--- src/rtl/conv_seq_pkg.sv ---
package conv_seq_pkg;

  typedef enum logic [1:0] {
    ST_IDLE    = 2'd0,
    ST_CONVERT = 2'd1,
    ST_ACQUIRE = 2'd2,
    ST_PWRDN   = 2'd3
  } seq_state_e;

endpackage

--- src/rtl/conv_start_detect.sv ---
module conv_start_detect #(
  parameter int SYNC_STAGES = 2
) (
  input  logic clk,
  input  logic rst_n,
  input  logic start_n_i,
  output logic start_fall_o,
  output logic start_low_o
);

  localparam int TOP = SYNC_STAGES - 1;

  logic [TOP:0] sync_q;
  logic         last_q;

  // Synchronizer chain, idle level high so reset never fakes an edge
  generate
    for (genvar g = 0; g < SYNC_STAGES; g++) begin : g_sync
      if (g == 0) begin : g_first
        always_ff @(posedge clk or negedge rst_n) begin
          if (!rst_n) sync_q[0] <= 1'b1;
          else        sync_q[0] <= start_n_i;
        end
      end else begin : g_next
        always_ff @(posedge clk or negedge rst_n) begin
          if (!rst_n) sync_q[g] <= 1'b1;
          else        sync_q[g] <= sync_q[g-1];
        end
      end
    end
  endgenerate

  always_ff @(posedge clk or negedge rst_n) begin
    if (!rst_n) last_q <= 1'b1;
    else        last_q <= sync_q[TOP];
  end

  assign start_fall_o = last_q & ~sync_q[TOP];
  assign start_low_o  = ~sync_q[TOP];

endmodule

--- src/rtl/conv_timer.sv ---
module conv_timer #(
  parameter int CNT_W = 5
) (
  input  logic             clk,
  input  logic             rst_n,
  input  logic             load_i,
  input  logic [CNT_W-1:0] load_val_i,
  output logic             done_o
);

  logic [CNT_W-1:0] cnt_q;
  logic [CNT_W-1:0] cnt_d;
  logic             cnt_en;

  assign done_o = (cnt_q == '0);
  assign cnt_en = load_i | ~done_o;

  always_comb begin
    if (load_i) cnt_d = load_val_i;
    else        cnt_d = cnt_q - CNT_W'(1);
  end

  always_ff @(posedge clk or negedge rst_n) begin
    if (!rst_n)      cnt_q <= '0;
    else if (cnt_en) cnt_q <= cnt_d;
  end

endmodule

--- src/rtl/conv_fsm.sv ---
module conv_fsm
  import conv_seq_pkg::*;
#(
  parameter int CONV_CYCLES = 28,
  parameter int ACQ_CYCLES  = 8,
  parameter int CNT_W       = 5
) (
  input  logic             clk,
  input  logic             rst_n,
  input  logic             start_fall_i,
  input  logic             start_low_i,
  input  logic             abort_i,
  input  logic             pwr_down_i,
  input  logic             impulse_i,
  input  logic             warp_i,
  input  logic             tmr_done_i,
  output logic             tmr_load_o,
  output logic [CNT_W-1:0] tmr_val_o,
  output logic             complete_o,
  output seq_state_e       state_o
);

  localparam logic [CNT_W-1:0] CONV_LOAD = CNT_W'(CONV_CYCLES - 1);
  localparam logic [CNT_W-1:0] ACQ_LOAD  = CNT_W'(ACQ_CYCLES - 1);

  seq_state_e state_q, state_d;
  logic       retrigger_en;

  assign retrigger_en = impulse_i & ~warp_i;

  always_comb begin
    state_d    = state_q;
    tmr_load_o = 1'b0;
    tmr_val_o  = CONV_LOAD;
    complete_o = 1'b0;
    if (abort_i) begin
      state_d = ST_IDLE;
    end else begin
      unique case (state_q)
        ST_IDLE: begin
          if (pwr_down_i) begin
            state_d = ST_PWRDN;
          end else if (start_fall_i) begin
            state_d    = ST_CONVERT;
            tmr_load_o = 1'b1;
            tmr_val_o  = CONV_LOAD;
          end
        end
        ST_CONVERT: begin
          if (tmr_done_i) begin
            complete_o = 1'b1;
            if (pwr_down_i) begin
              state_d = ST_PWRDN;
            end else begin
              state_d    = ST_ACQUIRE;
              tmr_load_o = 1'b1;
              tmr_val_o  = ACQ_LOAD;
            end
          end
        end
        ST_ACQUIRE: begin
          if (pwr_down_i) begin
            state_d = ST_PWRDN;
          end else if (tmr_done_i) begin
            if (retrigger_en && start_low_i) begin
              state_d    = ST_CONVERT;
              tmr_load_o = 1'b1;
              tmr_val_o  = CONV_LOAD;
            end else begin
              state_d = ST_IDLE;
            end
          end
        end
        ST_PWRDN: begin
          if (!pwr_down_i) state_d = ST_IDLE;
        end
        default: state_d = ST_IDLE;
      endcase
    end
  end

  always_ff @(posedge clk or negedge rst_n) begin
    if (!rst_n) state_q <= ST_IDLE;
    else        state_q <= state_d;
  end

  assign state_o = state_q;

endmodule

--- src/rtl/conv_result_reg.sv ---
module conv_result_reg #(
  parameter int DATA_W = 16
) (
  input  logic              clk,
  input  logic              rst_n,
  input  logic              complete_i,
  input  logic [DATA_W-1:0] sample_i,
  output logic [DATA_W-1:0] result_o,
  output logic              ready_o
);

  logic [DATA_W-1:0] result_q;
  logic              ready_q;

  always_ff @(posedge clk or negedge rst_n) begin
    if (!rst_n)          result_q <= '0;
    else if (complete_i) result_q <= sample_i;
  end

  always_ff @(posedge clk or negedge rst_n) begin
    if (!rst_n) ready_q <= 1'b0;
    else        ready_q <= complete_i;
  end

  assign result_o = result_q;
  assign ready_o  = ready_q;

endmodule

--- src/rtl/conv_sequencer.sv ---
module conv_sequencer
  import conv_seq_pkg::*;
#(
  parameter int CONV_CYCLES = 28,
  parameter int ACQ_CYCLES  = 8,
  parameter int DATA_W      = 16,
  parameter int SYNC_STAGES = 2
) (
  input  logic              clk,
  input  logic              rst_n,
  input  logic              start_n_i,
  input  logic              abort_i,
  input  logic              pwr_down_i,
  input  logic              impulse_i,
  input  logic              warp_i,
  input  logic [DATA_W-1:0] sample_i,
  output logic              hold_o,
  output logic              busy_o,
  output logic              data_ready_o,
  output logic [DATA_W-1:0] result_o
);

  localparam int MAX_CYC = (CONV_CYCLES > ACQ_CYCLES) ? CONV_CYCLES : ACQ_CYCLES;
  localparam int CNT_W   = $clog2(MAX_CYC + 1);

  logic             start_fall;
  logic             start_low;
  logic             tmr_load;
  logic [CNT_W-1:0] tmr_val;
  logic             tmr_done;
  logic             complete;
  seq_state_e       state;

  conv_start_detect #(.SYNC_STAGES(SYNC_STAGES)) u_start (
    .clk          (clk),
    .rst_n        (rst_n),
    .start_n_i    (start_n_i),
    .start_fall_o (start_fall),
    .start_low_o  (start_low)
  );

  conv_timer #(.CNT_W(CNT_W)) u_timer (
    .clk        (clk),
    .rst_n      (rst_n),
    .load_i     (tmr_load),
    .load_val_i (tmr_val),
    .done_o     (tmr_done)
  );

  conv_fsm #(
    .CONV_CYCLES (CONV_CYCLES),
    .ACQ_CYCLES  (ACQ_CYCLES),
    .CNT_W       (CNT_W)
  ) u_fsm (
    .clk          (clk),
    .rst_n        (rst_n),
    .start_fall_i (start_fall),
    .start_low_i  (start_low),
    .abort_i      (abort_i),
    .pwr_down_i   (pwr_down_i),
    .impulse_i    (impulse_i),
    .warp_i       (warp_i),
    .tmr_done_i   (tmr_done),
    .tmr_load_o   (tmr_load),
    .tmr_val_o    (tmr_val),
    .complete_o   (complete),
    .state_o      (state)
  );

  conv_result_reg #(.DATA_W(DATA_W)) u_result (
    .clk        (clk),
    .rst_n      (rst_n),
    .complete_i (complete),
    .sample_i   (sample_i),
    .result_o   (result_o),
    .ready_o    (data_ready_o)
  );

  assign busy_o = (state == ST_CONVERT);
  assign hold_o = (state == ST_CONVERT);

endmodule

--- config.mk ---
export PLATFORM = sky130hd
export DESIGN_NAME = conv_sequencer
export DESIGN_NICKNAME = d
export VERILOG_FILES = /design/src/rtl/conv_seq_pkg.sv /design/src/rtl/conv_start_detect.sv /design/src/rtl/conv_timer.sv /design/src/rtl/conv_fsm.sv /design/src/rtl/conv_result_reg.sv /design/src/rtl/conv_sequencer.sv
export SDC_FILE = /design/constraint.sdc
export NUM_CORES = 1
export LEC_CHECK = 0
export ABC_AREA = 1
export BUFFER_PORTS_ARGS = -buffer_cell sky130_fd_sc_hd__clkbuf_2
export CAP_MARGIN = 20
export CORE_ASPECT_RATIO = 0.9
export CORE_MARGIN = 10
export CORE_UTILIZATION = 30
export DETAILED_ROUTE_END_ITERATION = 8
export PLACE_DENSITY_LB_ADDON = 0.1
export SYNTH_ARGS = -nofsm -noshare
export SYNTH_HDL_FRONTEND = slang
export SYNTH_SLANG_ARGS = --single-unit
--- constraint.sdc ---
create_clock -name clk -period 2.1 [get_ports clk]
set_clock_uncertainty 0.2 [all_clocks]
set_input_delay 0.105 -clock clk [delete_from_list [all_inputs] [get_ports clk]]
set_output_delay 0.105 -clock clk [all_outputs]
set_load 0.01 [all_outputs]
# Word-level counts from Yosys, hierarchy flattened
# Cells that the tools add are included.
# totals
output_inout_bits	19
register_bits	27
word_cells	52
# op_classes
n_mux	27
n_reduce_logical	4
bitwise_logic	6
n_addsub	1
n_eq_ne	7
# ops
operator	n
$mux 5	5
$mux 2	7
$mux 1	13
$ne 4x4->1 const B	2
$pmux 2 s4	1
$logic_not 5->1	1
$sub 5x1->5 const B	1
$eq 2x2->1 const B	2
$reduce_and 4->1	1
$ne 3x2->1 const B	1
$ne 3x3->1 const B	1
$not 1->1	3
$pmux 1 s3	1
$and 1x1->1	2
$eq 2x1->1 const B	1
$logic_not 2->1	1
$logic_and 1x1->1	1
$or 1x1->1	1

# Depth between registers and ports, before layout
# depth
depth_word	9
mapped_depth	10
mapped_depth_nobuf	10

# Modules after synthesis
# Synthesis repeated with hierarchy kept, for this count alone.
# hier_totals
cells_unflattened	171
area_unflattened_um2	1373.8
# modules_own_cells
mod	area_per_inst_um2	n_inst	cells_each	seq_area_each_um2
conv_result_reg	669.4	1	69	425.4
conv_timer	302.8	1	39	125.1
conv_fsm	291.5	1	54	50.0
conv_start_detect	92.6	1	6	78.8
conv_sequencer	17.5	1	3	0.0

# Worst setup path after synthesis
# Ideal clock, no wire load.
# synth_path
path_kind	register to register
from	reg u_timer.cnt_q[0]
to	reg u_result.result_q[0], in the netlist u_result.result_o[0]
path_slack_ns	0.527
t_required_ns	1.784
stages_incl_launch_ff	9
arrival_ns	1.257
n_path_buf	1
path_cell_list	dfrtp_1 > inv_1 > ha_1 > nand2_2 > nor2_4 > nand2_4 > buf_4 > nand2_1 > nand2_1
# synth_between
elab_chain_len	4
# synth_rtl
element	line_no	text
start: declaration	conv_timer.sv:11	logic [CNT_W-1:0] cnt_q;
start signal: assignment	conv_timer.sv:25	else if (cnt_en) cnt_q <= cnt_d;
$logic_not 5->1	conv_timer.sv:15	assign done_o = (cnt_q == '0);
$mux 1	conv_fsm.sv:50	if (tmr_done_i) begin
$mux 1	conv_fsm.sv:39	unique case (state_q)
$mux 1	conv_fsm.sv:36	if (abort_i) begin
end signal: assignment	conv_result_reg.sv:17	else if (complete_i) result_q <= sample_i;
end: declaration	conv_result_reg.sv:12	logic [DATA_W-1:0] result_q;
# No other way between the ends.
# A chain may end at the register's enable or synchronous reset.

# Worst setup path in the final report
# layout_path
from	reg u_timer.cnt_q[0]
to	reg u_timer.cnt_q[4]
# layout_between
elab_chain_len	6
word_cells_on_any_way	13
cone_classes	1 x add/sub; 9 x mux; 2 x bitwise; 1 x reduce/logical
# layout_rtl
element	line_no	text
$logic_not 5->1	conv_timer.sv:15	
$mux 1	conv_fsm.sv:64	end else if (tmr_done_i) begin
$mux 1	conv_fsm.sv:62	if (pwr_down_i) begin
$pmux 1 s3	conv_fsm.sv:39	
$mux 1	conv_fsm.sv:36	
$mux 5 / $or 1x1->1 (equally long branches)	conv_timer.sv:19, conv_timer.sv:16	
# Several ways; a longest one is shown, not always the timed one.

==> flow_summary.toml <==
[status]
status = "finished clean"

[min_path]
min_from = "impulse_i"
whs_endpoint = "u_fsm.state_o[0]$_DFFE_PN0P_"
hold_depth = 7
hp-class = "input pin to flip-flop"

[route]
vias_per_cell = 4.441
met2WireLength_mm = 1.601
routed-wl-met3_um = 201
drc_errors = 0
ant_nets = 0
drt_pre_antenna_iters = 5
wl_met1_mm = 1.347
top_layer = "met4"
drt-wirelength-per-cell_um = 12.20
dr.first_iter.drc_count = 78
drt_wl_total_mm = 3.209
vias = 1168

[flow_run]
max_cap_violations = 0

[clock_tree]
cts_setup_buffers = 0
clkSinkCount = 27
cts_htree_levels = 1
clock_path_buffers = 2
clk_latency_ns = 0.27
cts-root-buf = "clkbuf_8"
clk_pin_slew_worst_paths_ns = 0.09
cts_buffers = 3
cts_tree = "built"

[logic_synthesis]
syn_nets = 178
ys_types = 20
syn_area_um2 = 1270
synth_area_leaders = "dfrtp_1 47%, nand2_1 22%, dfstp_2 6.2%"
syn-mean-instance-area_um2 = 8.300
yosysTopAreaCellShare_pct = 47.29
yosysWarnings = 0
ys_seq_elements = 27
synth_cells = 153
yosysTopAreaCell = "dfrtp_1"
yosysSeqAreaShare_pct = 53.50

[pwr]
powerDensity_nw_per_um2 = 1070
power_switching_mw = 0.7333
irDropWorstVdd_mv = 0.4004
p_int_mw = 1.135
switching_share_pct = 39.26
p_seq_share_pct = 43.9
p_leak_nw = 1.018
p_comb_share_pct = 40.6
clock_power_share_pct = 15.4

[timing]
drv_slew = 0
worstMarginPinSlew_ns = 0.6455
finalSetupViolations = 0
rsz0062_at_grt = "false"
fin_ws_ns = 0.3521
period_share_pct = 83.23
maxSlewHeadroom_pct = 56.97
hold_viol_final = 0
timing.setup.tns_ns = 0
maxClockFrequency_mhz = 572.1
fin_crit_ns = 1.748

[die]
start_util_pct = 31.17
core_um2 = 4074
core.rowCount = 22
dieArea_um2 = 7239
die_h_um = 81.73
die_x_um = 88.58
ios = 42

[critical_path]
crit_path_start_kind = "flip-flop"
path_max_fanout = 18
reg2regPathDepth = 7
endpoint_kind = "flip-flop"
crit_required_ns = 2.05
cp.arrival_ns = 1.70
crit_type = "flip-flop to flip-flop"
r2r_slack_ns = 0.35
timing.rr.start = "u_timer.cnt_q[0]$_DFFE_PN0P_"
r2r-end = "u_timer.cnt_q[4]$_DFFE_PN0P_"

[grt]
antenna_found_initial = 0
grt_pass1_vias = 1296
grt_usage_pct = 9.709
grt_pass1_wl_mm = 5.720
grt-ovfl-total = 0
grt_max_degree = 28

[place]
portBuffers = 41
dpl.hpwl_mm = 2.417
pre_cts_ws_ns = 0.3512
gp_congestion = 0.8881

[final_layout]
n_antenna_cell = 0
ff_latch_area_um2 = 679.4
area_growth_pct = 37.44
multi_input_area_um2 = 498.0
fin_nets = 241
n_fill_cell = 409
drive_above_1_share_pct = 27.44
## stage by stage
step	util (%)	cells	area, um2	total power [mW]	hold slack (ns)
after floorplan	-	153	1270	1.307	-0.3906
after global placement	36.82	239	1500	1.548	-0.03312
after detailed placement	36.82	239	1500	1.568	-0.01911
after CTS	42.84	263	1745	1.893	0.1176
after global routing	42.84	263	1745	2.059	0.1651
final	42.84	263	1745	1.868	0.1072
## cell families after synthesis
| group | after synthesis | synth area share [%] |
|---|---|---|
| DFF | 27 | 53.50 |
| xor gates and xnor gates | 1 | 0.6898 |
| AOI/OAI and AO/OA | 6 | 2.561 |
| buffers and inverters | 17 | 7.291 |
| and+or+nand+nor | 100 | 33.99 |
| adders and majority gates | 2 | 1.970 |
## worst max path at each step
| stage | startpoint | end | slack [ns] |
|---|---|---|---|
| 3_5_place_dp | u_timer.cnt_q[0]$_DFFE_PN0P_ | u_timer.cnt_q[4]$_DFFE_PN0P_ | 0.35 |
| 2_1_floorplan | u_timer.cnt_q[0]$_DFFE_PN0P_ | u_result.result_o[0]$_DFFE_PN0P_ | 0.53 |
| 6_report | u_timer.cnt_q[0]$_DFFE_PN0P_ | u_timer.cnt_q[4]$_DFFE_PN0P_ | 0.35 |
| 5_1_grt | u_timer.cnt_q[0]$_DFFE_PN0P_ | u_timer.cnt_q[4]$_DFFE_PN0P_ | 0.18 |
| 3_3_place_gp | u_timer.cnt_q[0]$_DFFE_PN0P_ | u_timer.cnt_q[4]$_DFFE_PN0P_ | 0.42 |
| 4_1_cts | u_timer.cnt_q[0]$_DFFE_PN0P_ | u_timer.cnt_q[4]$_DFFE_PN0P_ | 0.34 |
## final cells by class
class                   instances  share of cell area, %
clock buffers                   4                  2.581
multi-input cells             109                  28.53
inverters                      14                  3.297
repair buffers                 61                  23.23
flip-flops and latches         27                  38.92
well taps                      48                  3.441
## synth_stat cells
cell type / instances
nand2_4: 1
dfstp_2: 3
nand2_1: 74
nand2_2: 5
xor2_1: 1
buf_12: 1
nand3_2: 1
nor2_4: 2
a21oi_1: 3
inv_1: 11
dfrtp_1: 24
nor2_1: 6
ha_1: 2
inv_6: 1
o31ai_1: 1
inv_2: 2
o21ai_0: 2
nand3_1: 10
nand4_1: 1
buf_4: 2
## repair_timing
action	in CTS	in global routing
hold endpoints to repair	43	0
resized for setup	0	0
hold buffers	20	0
## critical path: stages, from the launching register on
cell and delay, ns:
dfrtp_1 0.40, inv_1 0.12, ha_1 0.24, nand2_2 0.09, nor2_4 0.15, nand2_4 0.16, nand3_1 0.19, nand3_1 0.09
## state kept, by name, indices dropped and copies added (netlist names)
| signal | count |
|---|---|
| u_fsm.state_o | 2 |
| u_timer.cnt_q | 5 |
| u_result.result_o | 16 |
| u_start.last_q | 1 |
| u_result.ready_o | 1 |
| u_start.sync_q | 2 |
## layout by cell type, fill, tap and decap left out, drive strengths merged
| master | n |
|---|---|
| dfstp | 3 |
| nor2 | 8 |
| dfrtp | 24 |
| inv | 14 |
| dlygate4sd3 | 20 |
| nand2 | 80 |
| a21oi | 3 |
| o21ai | 2 |
| xor2 | 1 |
| clkbuf | 45 |
| o31ai | 1 |
| nand4 | 1 |
| ha | 2 |
| nand3 | 11 |
## power groups by stage
| stage | Clock (mW) | Combinational, mW | Sequential, mW |
|---|---|---|---|
| final | 0.288 | 0.759 | 0.821 |
| after detailed placement | 0 | 0.742 | 0.826 |
| after CTS | 0.302 | 0.772 | 0.819 |
| after global placement | 0 | 0.725 | 0.823 |
| after global routing | 0.326 | 0.886 | 0.847 |
| after floorplan | 0 | 0.455 | 0.851 |
## metal layers
metal  vias to the layer above  GRT usage [%]
met4                         0          3.548
li1                        588              -
met3                         7          2.770
met2                        37          17.44
met5                         -              0
met1                       536          10.71
Note: power is estimated with default switching activity, not from simulation.
